<file path="config.mk">
export PLATFORM = sky130hd
export DESIGN_NAME = sd_blk_xfer_seq
export DESIGN_NICKNAME = d
export VERILOG_FILES = /design/src/rtl/sd_xfer_pkg.sv /design/src/rtl/sd_xfer_addr.sv /design/src/rtl/sd_xfer_wait.sv /design/src/rtl/sd_xfer_blkcnt.sv /design/src/rtl/sd_blk_xfer_seq.sv
export SDC_FILE = /design/constraint.sdc
export NUM_CORES = 1
export LEC_CHECK = 0
export ABC_AREA = 0
export BUFFER_PORTS_ARGS = -buffer_cell sky130_fd_sc_hd__buf_2
export CORE_MARGIN = 2
export CORE_UTILIZATION = 40
export DETAILED_ROUTE_END_ITERATION = 10
export SKIP_CTS_REPAIR_TIMING = 1
export SLEW_MARGIN = 20
export SYNTH_ARGS = -nofsm -noshare
export SYNTH_HDL_FRONTEND = slang
export SYNTH_HIERARCHICAL = 1
export SYNTH_SLANG_ARGS = --single-unit
</file>
<file path="constraint.sdc">
create_clock -name clk -period 3.86 [get_ports clk]
set_input_delay 0.386 -clock clk [delete_from_list [all_inputs] [get_ports clk]]
set_output_delay 0.386 -clock clk [all_outputs]
set_load 0.05 [all_outputs]
</file>
<file path="src/rtl/sd_xfer_pkg.sv">
`timescale 1ns/1ps
package sd_xfer_pkg;

    typedef enum logic [3:0] {
        S_IDLE,
        S_STAT,
        S_XCMD,
        S_RD_TOK,
        S_BLK_GO,
        S_PAYLOAD,
        S_WR_TOK,
        S_WR_RESP,
        S_WR_BUSY,
        S_STOP_CMD,
        S_STOP_TOK,
        S_STOP_BUSY,
        S_FINISH
    } xfer_state_e;

    localparam logic [5:0] CMD_STATUS   = 6'd13;
    localparam logic [5:0] CMD_RD_MULTI = 6'd18;
    localparam logic [5:0] CMD_WR_MULTI = 6'd25;
    localparam logic [5:0] CMD_STOP     = 6'd12;

    localparam logic [7:0] TOK_RD_START = 8'hFE;
    localparam logic [7:0] TOK_WR_START = 8'hFC;
    localparam logic [7:0] TOK_WR_STOP  = 8'hFD;
    localparam logic [7:0] BYTE_IDLE    = 8'hFF;
    localparam logic [7:0] BYTE_BUSY    = 8'h00;
    localparam logic [3:0] DRESP_OK     = 4'h5;

endpackage

</file>
<file path="src/rtl/sd_xfer_addr.sv">
`timescale 1ns/1ps
// Forms the data command argument from the block number and capacity class.
module sd_xfer_addr #(
    parameter int ARG_W     = 32,
    parameter int BLK_SHIFT = 9
) (
    input  logic [ARG_W-1:0] blk_num,
    input  logic             high_cap,
    output logic [ARG_W-1:0] arg
);
    logic [ARG_W-1:0] byte_addr;

    generate
        if (BLK_SHIFT == 0) begin : g_noshift
            assign byte_addr = blk_num;
        end else begin : g_shift
            assign byte_addr = {blk_num[ARG_W-1-BLK_SHIFT:0], {BLK_SHIFT{1'b0}}};
        end
    endgenerate

    assign arg = high_cap ? blk_num : byte_addr;
endmodule

</file>
<file path="src/rtl/sd_xfer_wait.sv">
`timescale 1ns/1ps
// Counts consecutive filler bytes within one wait state.
module sd_xfer_wait #(
    parameter int LIMIT = 1024
) (
    input  logic clk,
    input  logic rst_n,
    input  logic clr,
    input  logic miss,
    output logic at_limit
);
    localparam int CW = $clog2(LIMIT + 1);

    logic [CW-1:0] cnt_q;

    always_ff @(posedge clk or negedge rst_n) begin
        if (!rst_n)     cnt_q <= '0;
        else if (clr)   cnt_q <= '0;
        else if (miss)  cnt_q <= cnt_q + 1'b1;
    end

    assign at_limit = (cnt_q == CW'(LIMIT - 1));

    assert_wait_bound_R5: assert property (@(posedge clk) disable iff (!rst_n)
        cnt_q < CW'(LIMIT));
endmodule

</file>
<file path="src/rtl/sd_xfer_blkcnt.sv">
`timescale 1ns/1ps
// Remaining-block counter, loaded at start, decremented per completed block.
module sd_xfer_blkcnt #(
    parameter int CNT_W = 16
) (
    input  logic             clk,
    input  logic             rst_n,
    input  logic             load,
    input  logic [CNT_W-1:0] load_val,
    input  logic             dec,
    output logic             last
);
    logic [CNT_W-1:0] cnt_q;

    always_ff @(posedge clk or negedge rst_n) begin
        if (!rst_n)     cnt_q <= '0;
        else if (load)  cnt_q <= load_val;
        else if (dec)   cnt_q <= cnt_q - 1'b1;
    end

    assign last = (cnt_q == CNT_W'(1));

    assert_cnt_hold_R1: assert property (@(posedge clk) disable iff (!rst_n)
        (!load && !dec) |=> $stable(cnt_q));
endmodule

</file>
<file path="src/rtl/sd_blk_xfer_seq.sv">
`timescale 1ns/1ps
module sd_blk_xfer_seq
    import sd_xfer_pkg::*;
#(
    parameter int ARG_W      = 32,
    parameter int CNT_W      = 16,
    parameter int WAIT_LIMIT = 1024,
    parameter int BLK_SHIFT  = 9
) (
    input  logic             clk,
    input  logic             rst_n,
    input  logic             start_i,
    input  logic             write_i,
    input  logic             high_cap_i,
    input  logic [ARG_W-1:0] blk_num_i,
    input  logic [CNT_W-1:0] blk_cnt_i,
    output logic             busy_o,
    output logic             done_o,
    output logic             error_o,
    output logic             blk_strobe_o,
    input  logic             blk_done_i,
    output logic             cmd_req_o,
    output logic [5:0]       cmd_idx_o,
    output logic [ARG_W-1:0] cmd_arg_o,
    input  logic             cmd_done_i,
    input  logic [15:0]      cmd_resp_i,
    output logic             tok_tx_valid_o,
    output logic [7:0]       tok_tx_byte_o,
    input  logic             tok_tx_ready_i,
    output logic             rx_req_o,
    input  logic             rx_valid_i,
    input  logic [7:0]       rx_byte_i
);
    xfer_state_e      state_q, state_d;
    logic             err_q, hc_q, wr_q;
    logic [ARG_W-1:0] blk_q;
    logic [ARG_W-1:0] data_arg;
    logic             fail, blk_end, miss, at_limit, last_blk, accept;

    assign accept = (state_q == S_IDLE) && start_i;

    sd_xfer_addr #(.ARG_W(ARG_W), .BLK_SHIFT(BLK_SHIFT)) addr_i (
        .blk_num (blk_q),
        .high_cap(hc_q),
        .arg     (data_arg)
    );

    sd_xfer_wait #(.LIMIT(WAIT_LIMIT)) wait_i (
        .clk     (clk),
        .rst_n   (rst_n),
        .clr     (state_d != state_q),
        .miss    (miss),
        .at_limit(at_limit)
    );

    sd_xfer_blkcnt #(.CNT_W(CNT_W)) cnt_i (
        .clk     (clk),
        .rst_n   (rst_n),
        .load    (accept),
        .load_val(blk_cnt_i),
        .dec     (blk_end),
        .last    (last_blk)
    );

    // Next-state logic
    always_comb begin
        state_d = state_q;
        fail    = 1'b0;
        blk_end = 1'b0;
        miss    = 1'b0;
        unique case (state_q)
            S_IDLE: begin
                if (start_i) begin
                    if (blk_cnt_i == '0) begin
                        fail    = 1'b1;
                        state_d = S_FINISH;
                    end else begin
                        state_d = S_STAT;
                    end
                end
            end
            S_STAT: begin
                if (cmd_done_i) begin
                    if (cmd_resp_i == '0) state_d = S_XCMD;
                    else begin
                        fail    = 1'b1;
                        state_d = S_FINISH;
                    end
                end
            end
            S_XCMD: begin
                if (cmd_done_i) begin
                    if (cmd_resp_i[7:0] != 8'h00) begin
                        fail    = 1'b1;
                        state_d = S_FINISH;
                    end else begin
                        state_d = wr_q ? S_WR_TOK : S_RD_TOK;
                    end
                end
            end
            S_RD_TOK: begin
                if (rx_valid_i) begin
                    if (rx_byte_i == TOK_RD_START) begin
                        state_d = S_BLK_GO;
                    end else if (rx_byte_i == BYTE_IDLE) begin
                        miss = 1'b1;
                        if (at_limit) begin
                            fail    = 1'b1;
                            state_d = S_FINISH;
                        end
                    end else begin
                        fail    = 1'b1;
                        state_d = S_FINISH;
                    end
                end
            end
            S_BLK_GO: state_d = S_PAYLOAD;
            S_PAYLOAD: begin
                if (blk_done_i) begin
                    if (wr_q) begin
                        state_d = S_WR_RESP;
                    end else begin
                        blk_end = 1'b1;
                        state_d = last_blk ? S_STOP_CMD : S_RD_TOK;
                    end
                end
            end
            S_WR_TOK: begin
                if (tok_tx_ready_i) state_d = S_BLK_GO;
            end
            S_WR_RESP: begin
                if (rx_valid_i) begin
                    if (rx_byte_i == BYTE_IDLE) begin
                        miss = 1'b1;
                        if (at_limit) begin
                            fail    = 1'b1;
                            state_d = S_FINISH;
                        end
                    end else if (rx_byte_i[3:0] == DRESP_OK) begin
                        state_d = S_WR_BUSY;
                    end else begin
                        fail    = 1'b1;
                        state_d = S_FINISH;
                    end
                end
            end
            S_WR_BUSY: begin
                if (rx_valid_i) begin
                    if (rx_byte_i == BYTE_BUSY) begin
                        miss = 1'b1;
                        if (at_limit) begin
                            fail    = 1'b1;
                            state_d = S_FINISH;
                        end
                    end else begin
                        blk_end = 1'b1;
                        state_d = last_blk ? S_STOP_TOK : S_WR_TOK;
                    end
                end
            end
            S_STOP_CMD: begin
                if (cmd_done_i) state_d = S_FINISH;
            end
            S_STOP_TOK: begin
                if (tok_tx_ready_i) state_d = S_STOP_BUSY;
            end
            S_STOP_BUSY: begin
                if (rx_valid_i) begin
                    if (rx_byte_i == BYTE_BUSY) begin
                        miss = 1'b1;
                        if (at_limit) begin
                            fail    = 1'b1;
                            state_d = S_FINISH;
                        end
                    end else begin
                        state_d = S_FINISH;
                    end
                end
            end
            S_FINISH: state_d = S_IDLE;
            default:  state_d = S_IDLE;
        endcase
    end

    // State and context registers
    always_ff @(posedge clk or negedge rst_n) begin
        if (!rst_n) begin
            state_q <= S_IDLE;
            err_q   <= 1'b0;
            hc_q    <= 1'b0;
            wr_q    <= 1'b0;
            blk_q   <= '0;
        end else begin
            state_q <= state_d;
            if (accept) begin
                hc_q  <= high_cap_i;
                wr_q  <= write_i;
                blk_q <= blk_num_i;
                err_q <= 1'b0;
            end
            if (fail) err_q <= 1'b1;
        end
    end

    // Outputs
    always_comb begin
        cmd_req_o      = 1'b0;
        cmd_idx_o      = '0;
        cmd_arg_o      = '0;
        tok_tx_valid_o = 1'b0;
        tok_tx_byte_o  = '0;
        rx_req_o       = 1'b0;
        blk_strobe_o   = 1'b0;
        done_o         = 1'b0;
        unique case (state_q)
            S_STAT: begin
                cmd_req_o = 1'b1;
                cmd_idx_o = CMD_STATUS;
            end
            S_XCMD: begin
                cmd_req_o = 1'b1;
                cmd_idx_o = wr_q ? CMD_WR_MULTI : CMD_RD_MULTI;
                cmd_arg_o = data_arg;
            end
            S_STOP_CMD: begin
                cmd_req_o = 1'b1;
                cmd_idx_o = CMD_STOP;
            end
            S_RD_TOK, S_WR_RESP, S_WR_BUSY, S_STOP_BUSY: rx_req_o = 1'b1;
            S_BLK_GO: blk_strobe_o = 1'b1;
            S_WR_TOK: begin
                tok_tx_valid_o = 1'b1;
                tok_tx_byte_o  = TOK_WR_START;
            end
            S_STOP_TOK: begin
                tok_tx_valid_o = 1'b1;
                tok_tx_byte_o  = TOK_WR_STOP;
            end
            S_FINISH: done_o = 1'b1;
            default: ;
        endcase
    end

    assign busy_o  = (state_q != S_IDLE);
    assign error_o = err_q;

    assert_one_action_R13: assert property (@(posedge clk) disable iff (!rst_n)
        $onehot0({cmd_req_o, tok_tx_valid_o, rx_req_o, blk_strobe_o}));

    assert_done_pulse_R11: assert property (@(posedge clk) disable iff (!rst_n)
        done_o |=> !done_o && !busy_o);

    assert_busy_done_R11: assert property (@(posedge clk) disable iff (!rst_n)
        done_o |-> busy_o);

    assert_err_rise_R12: assert property (@(posedge clk) disable iff (!rst_n)
        $rose(error_o) |-> done_o);

    assert_err_hold_R12: assert property (@(posedge clk) disable iff (!rst_n)
        $fell(error_o) |-> $past(start_i && !busy_o));

    assert_std_align_R4: assert property (@(posedge clk) disable iff (!rst_n)
        (cmd_req_o && !hc_q && (cmd_idx_o == CMD_RD_MULTI || cmd_idx_o == CMD_WR_MULTI))
        |-> (cmd_arg_o[8:0] == 9'd0));

    assert_stat_first_R2: assert property (@(posedge clk) disable iff (!rst_n)
        ($rose(busy_o) && !done_o) |-> (cmd_req_o && cmd_idx_o == CMD_STATUS));
endmodule

</file>
==> key figures <==
Die
  • Row cnt: 38
  • Die W: between 100 and 150 um
  • Die Area: between 10000 and 15000 um^2
  • Num ports: approximately 130
  • Core ar.: ~11000 um^2
  • DIE HEIGHT: approximately 110 um
  • Starting Density: ~41%

Worst setup path
  • CP startpoint kind: flop
  • CP Cell Sequence: or4_4 > or4_4 > nor4b_4 > a211o_1 > o221a_1 > nand4_1 > xor2_1 > or3_4 > o211ai_1 > nor4_1 > mux2_1
  • Slowest cell on the critical path: or4_4
  • CP Capture Type: flop
  • Max Fanout on Critical Path: 5
  • Crit path DAT: slightly below 4 ns
  • Critical Path RT: 4.07 ns
  • Path type of the worst setup path: flop to flop
  • Slowest Stage Delay on Critical Path: slightly below 0.6 ns
  • Most common cell on crit path: or4_4

Yosys
  • Top_reg_cell synth: dfrtp_1
  • Seq cells post-synth: 66
  • Synth async-reset ratio: 100%
  • YS warnings: 6
  • Syn avg cell area: 9.45 um^2
  • Yosys cell types: about 70
  • Mapped cell area: approximately 4500 um^2
  • Yosys top cell area share: a little over a third
  • Most frequent cell after synthesis: dfrtp_1
  • Synth top cells by count: dfrtp_1 (66), mux2_2 (56), and3_1 (35), nor2_1 (35), nand2_1 (30)
  • Top cells by area, synth: dfrtp_1 (37%), mux2_2 (14%), and3_1 (4.9%), nor2_1 (2.9%), nand2_1 (2.5%)
  • Yosys top cell by area: dfrtp_1
  • Post-synth EDFFs: 0
  • Register area share after synthesis: between 30% and 40%
  • Post-synthesis cell count: between 400 and 500

Global routing
  • Global-route wire length before repair: about 20 mm
  • GRT Total Usage: 20.7%
  • Vias in the first global route: around 4000
  • Total grt overflow: 0
  • Largest net degree at the start of global routing: 40
  • Initial antenna violation count: 0

Timing
  • Least-Margin Pin Slew: just over 0.9 ns
  • Fmax: between 0.2 and 0.3 GHz
  • Worst setup margin: roughly 0.20 ns
  • Period utilization: 94.9%
  • Skew final: around 0.0077 ns
  • Fin crit period: 3.66 ns
  • Fin. max-slew vios: 0
  • Final number of setup-violating endpoints: 0
  • Hold Vio Cnt, Final: 0
  • TNS Setup: 0 ns
  • Slew HR: 38.3%

Final layout
  • Layout cells sized above 1: about two fifths
  • Final-stage net count: slightly below 700
  • Register Area: about 1700 um^2
  • Final instance area: 5490 um^2
  • Footprint of the multi-input gates: between 2000 and 3000 um^2
  • Layout Cells excl Fill: around 740
  • Filler Cells Inserted: roughly 1100
  • Ant diodes: 0
  • Area growth from synthesis to layout: 21.8%

Clocking
  • Worst-case clock buffer depth: 2
  • CTS tree: yes
  • Clock Sinks: 66
  • CTS H-tree lvls: 3
  • Worst-skew pair later-pin latency: between 0.3 and 0.4 ns
  • Root Driver: clkbuf_16
  • Clock transition at path regs: around 0.050 ns
  • CTS Buf Count: 9

Route
  • WL/cell: approximately 17 um
  • Routed Antenna Nets: 0
  • DR pass1 iterations: 4
  • Number of DRC markers in iteration 0: 332
  • Drt drc: 0
  • DR vias: between 4000 and 5000
  • Final WL: roughly 12 mm
  • Vias/cell: about 5.7

Placement
  • Post-DP HPWL: approximately 8.9 mm
  • Placed Area: 5200 um^2
  • GPL Wtd Cong: about 0.9
  • IO Port Bufs: between 100 and 150
  • Dpl ws: approximately 0.16 ns
  • Placed Cells: around 720

Pwr
  • Worst vdd ir: ~370 uV
  • PwrDens: between 700 and 800 nW/um^2
  • Leakage: approximately 2.6 nW
  • Total power: 4.04 mW

Job
  • Max_cap viols: 0

Status
  • Status: finished clean

Worst hold path
  • Hold WC Path Type: input port to asynchronous set/reset pin
[state kept, by name, indices dropped and copies added, names as in the netlist]
name and count:
wr_q 1, state_q 4, cnt_i/cnt_q 16, wait_i/cnt_q 11, blk_q 32, hc_q 1, error_o 1
[metal layers]
layer | up-vias | track usage [%] | routed length [um]
li1 | 2016 | - | -
met1 | 2031 | 27.8 | 5540
met2 | 134 | 33.1 | 5750
met3 | 24 | 3.53 | 729
met4 | 0 | 8.66 | 282
met5 | - | 0 | 0
[through the flow]
| stage | hold WS [ns] | util [%] |
|---|---|---|
| 6_report | 0.176 | 50.2 |
| 5_1_grt | 0.252 | 50.2 |
| 4_1_cts | 0.202 | 50.0 |
| 3_5_place_dp | 0.493 | 47.5 |
| 3_3_place_gp | 0.483 | 47.5 |
| 2_1_floorplan | 0.0904 | - |
[layout make-up]
class	count	share of cell area, %
inverters	14	0.958
well taps	140	3.19
clock inverters	2	0.228
multi-input cells	359	47.3
clock buffers	13	4.74
repair buffers	142	13.5
flip-flops and latches	66	30.1
[worst paths after layout]
kind / start / endpoint / slack (ns) / depth (start not counted)
worst max-delay path: cnt_i/cnt_q[11]$_DFFE_PN0P_ / wait_i/cnt_q[9]$_DFFE_PN0P_ / 0.20 / 11
worst max register to register: cnt_i/cnt_q[11]$_DFFE_PN0P_ / wait_i/cnt_q[9]$_DFFE_PN0P_ / 0.20 / 11
worst min register to register: blk_q[29]$_DFFE_PN0P_ / blk_q[29]$_DFFE_PN0P_ / 0.50 / 1
max in group asynchronous: rst_n / cnt_i/cnt_q[0]$_DFFE_PN0P_ / 2.75 / 2
worst min-delay path: rst_n / blk_q[8]$_DFFE_PN0P_ / 0.18 / 1
min in group clk: write_i / wr_q$_DFFE_PN0P_ / 0.27 / 3
[cell families (layout without fill, tap and decap cells)]
logic type | count (synthesis) | count (layout) | share of synthesized area, %
and+or+nand+nor | 209 | 209 | 27.0
AOI/OAI and AO/OA | 78 | 78 | 12.9
xor gates and xnor gates | 8 | 8 | 1.55
adders and majority gates | 3 | 3 | 0.833
buffers and inverters | 53 | 171 | 6.22
other | 1 | 2 | 0.0832
DFF | 66 | 66 | 36.7
muxes | 59 | 59 | 14.7
[layout by cell type, fill, tap and decap left out, drive strengths merged, types with 3 or more instances in the layout]
cell type,instances
buf,142
dfrtp,66
mux2,58
and3,36
nor2,35
nand2,30
nor4,17
o21ai,17
nand3,16
inv,14
clkbuf,13
a21oi,11
or4,10
and2,9
a31oi,8
nor2b,8
nor3,8
nand4,7
or3,7
or2,6
o41a,5
a221o,5
o311ai,5
nand2b,4
o22ai,4
xor2,4
xnor2,4
o211ai,3
ha,3
o31ai,3
[worst max-delay path: cells and delay by family (launching register included)]
kind                      cells  cell delay [ns]
AOI/OAI and AO/OA             3             0.56
xor gates and xnor gates      1             0.18
DFF                           1             0.41
muxes                         1             0.31
and+or+nand+nor               6             2.07
[report_power, final]
group | internal [mW] | switching (mW)
clock network | 0.465 | 0.282
registers | 0.982 | 0.354
logic | 0.852 | 1.10
Note: power is estimated with default switching activity, not from simulation.
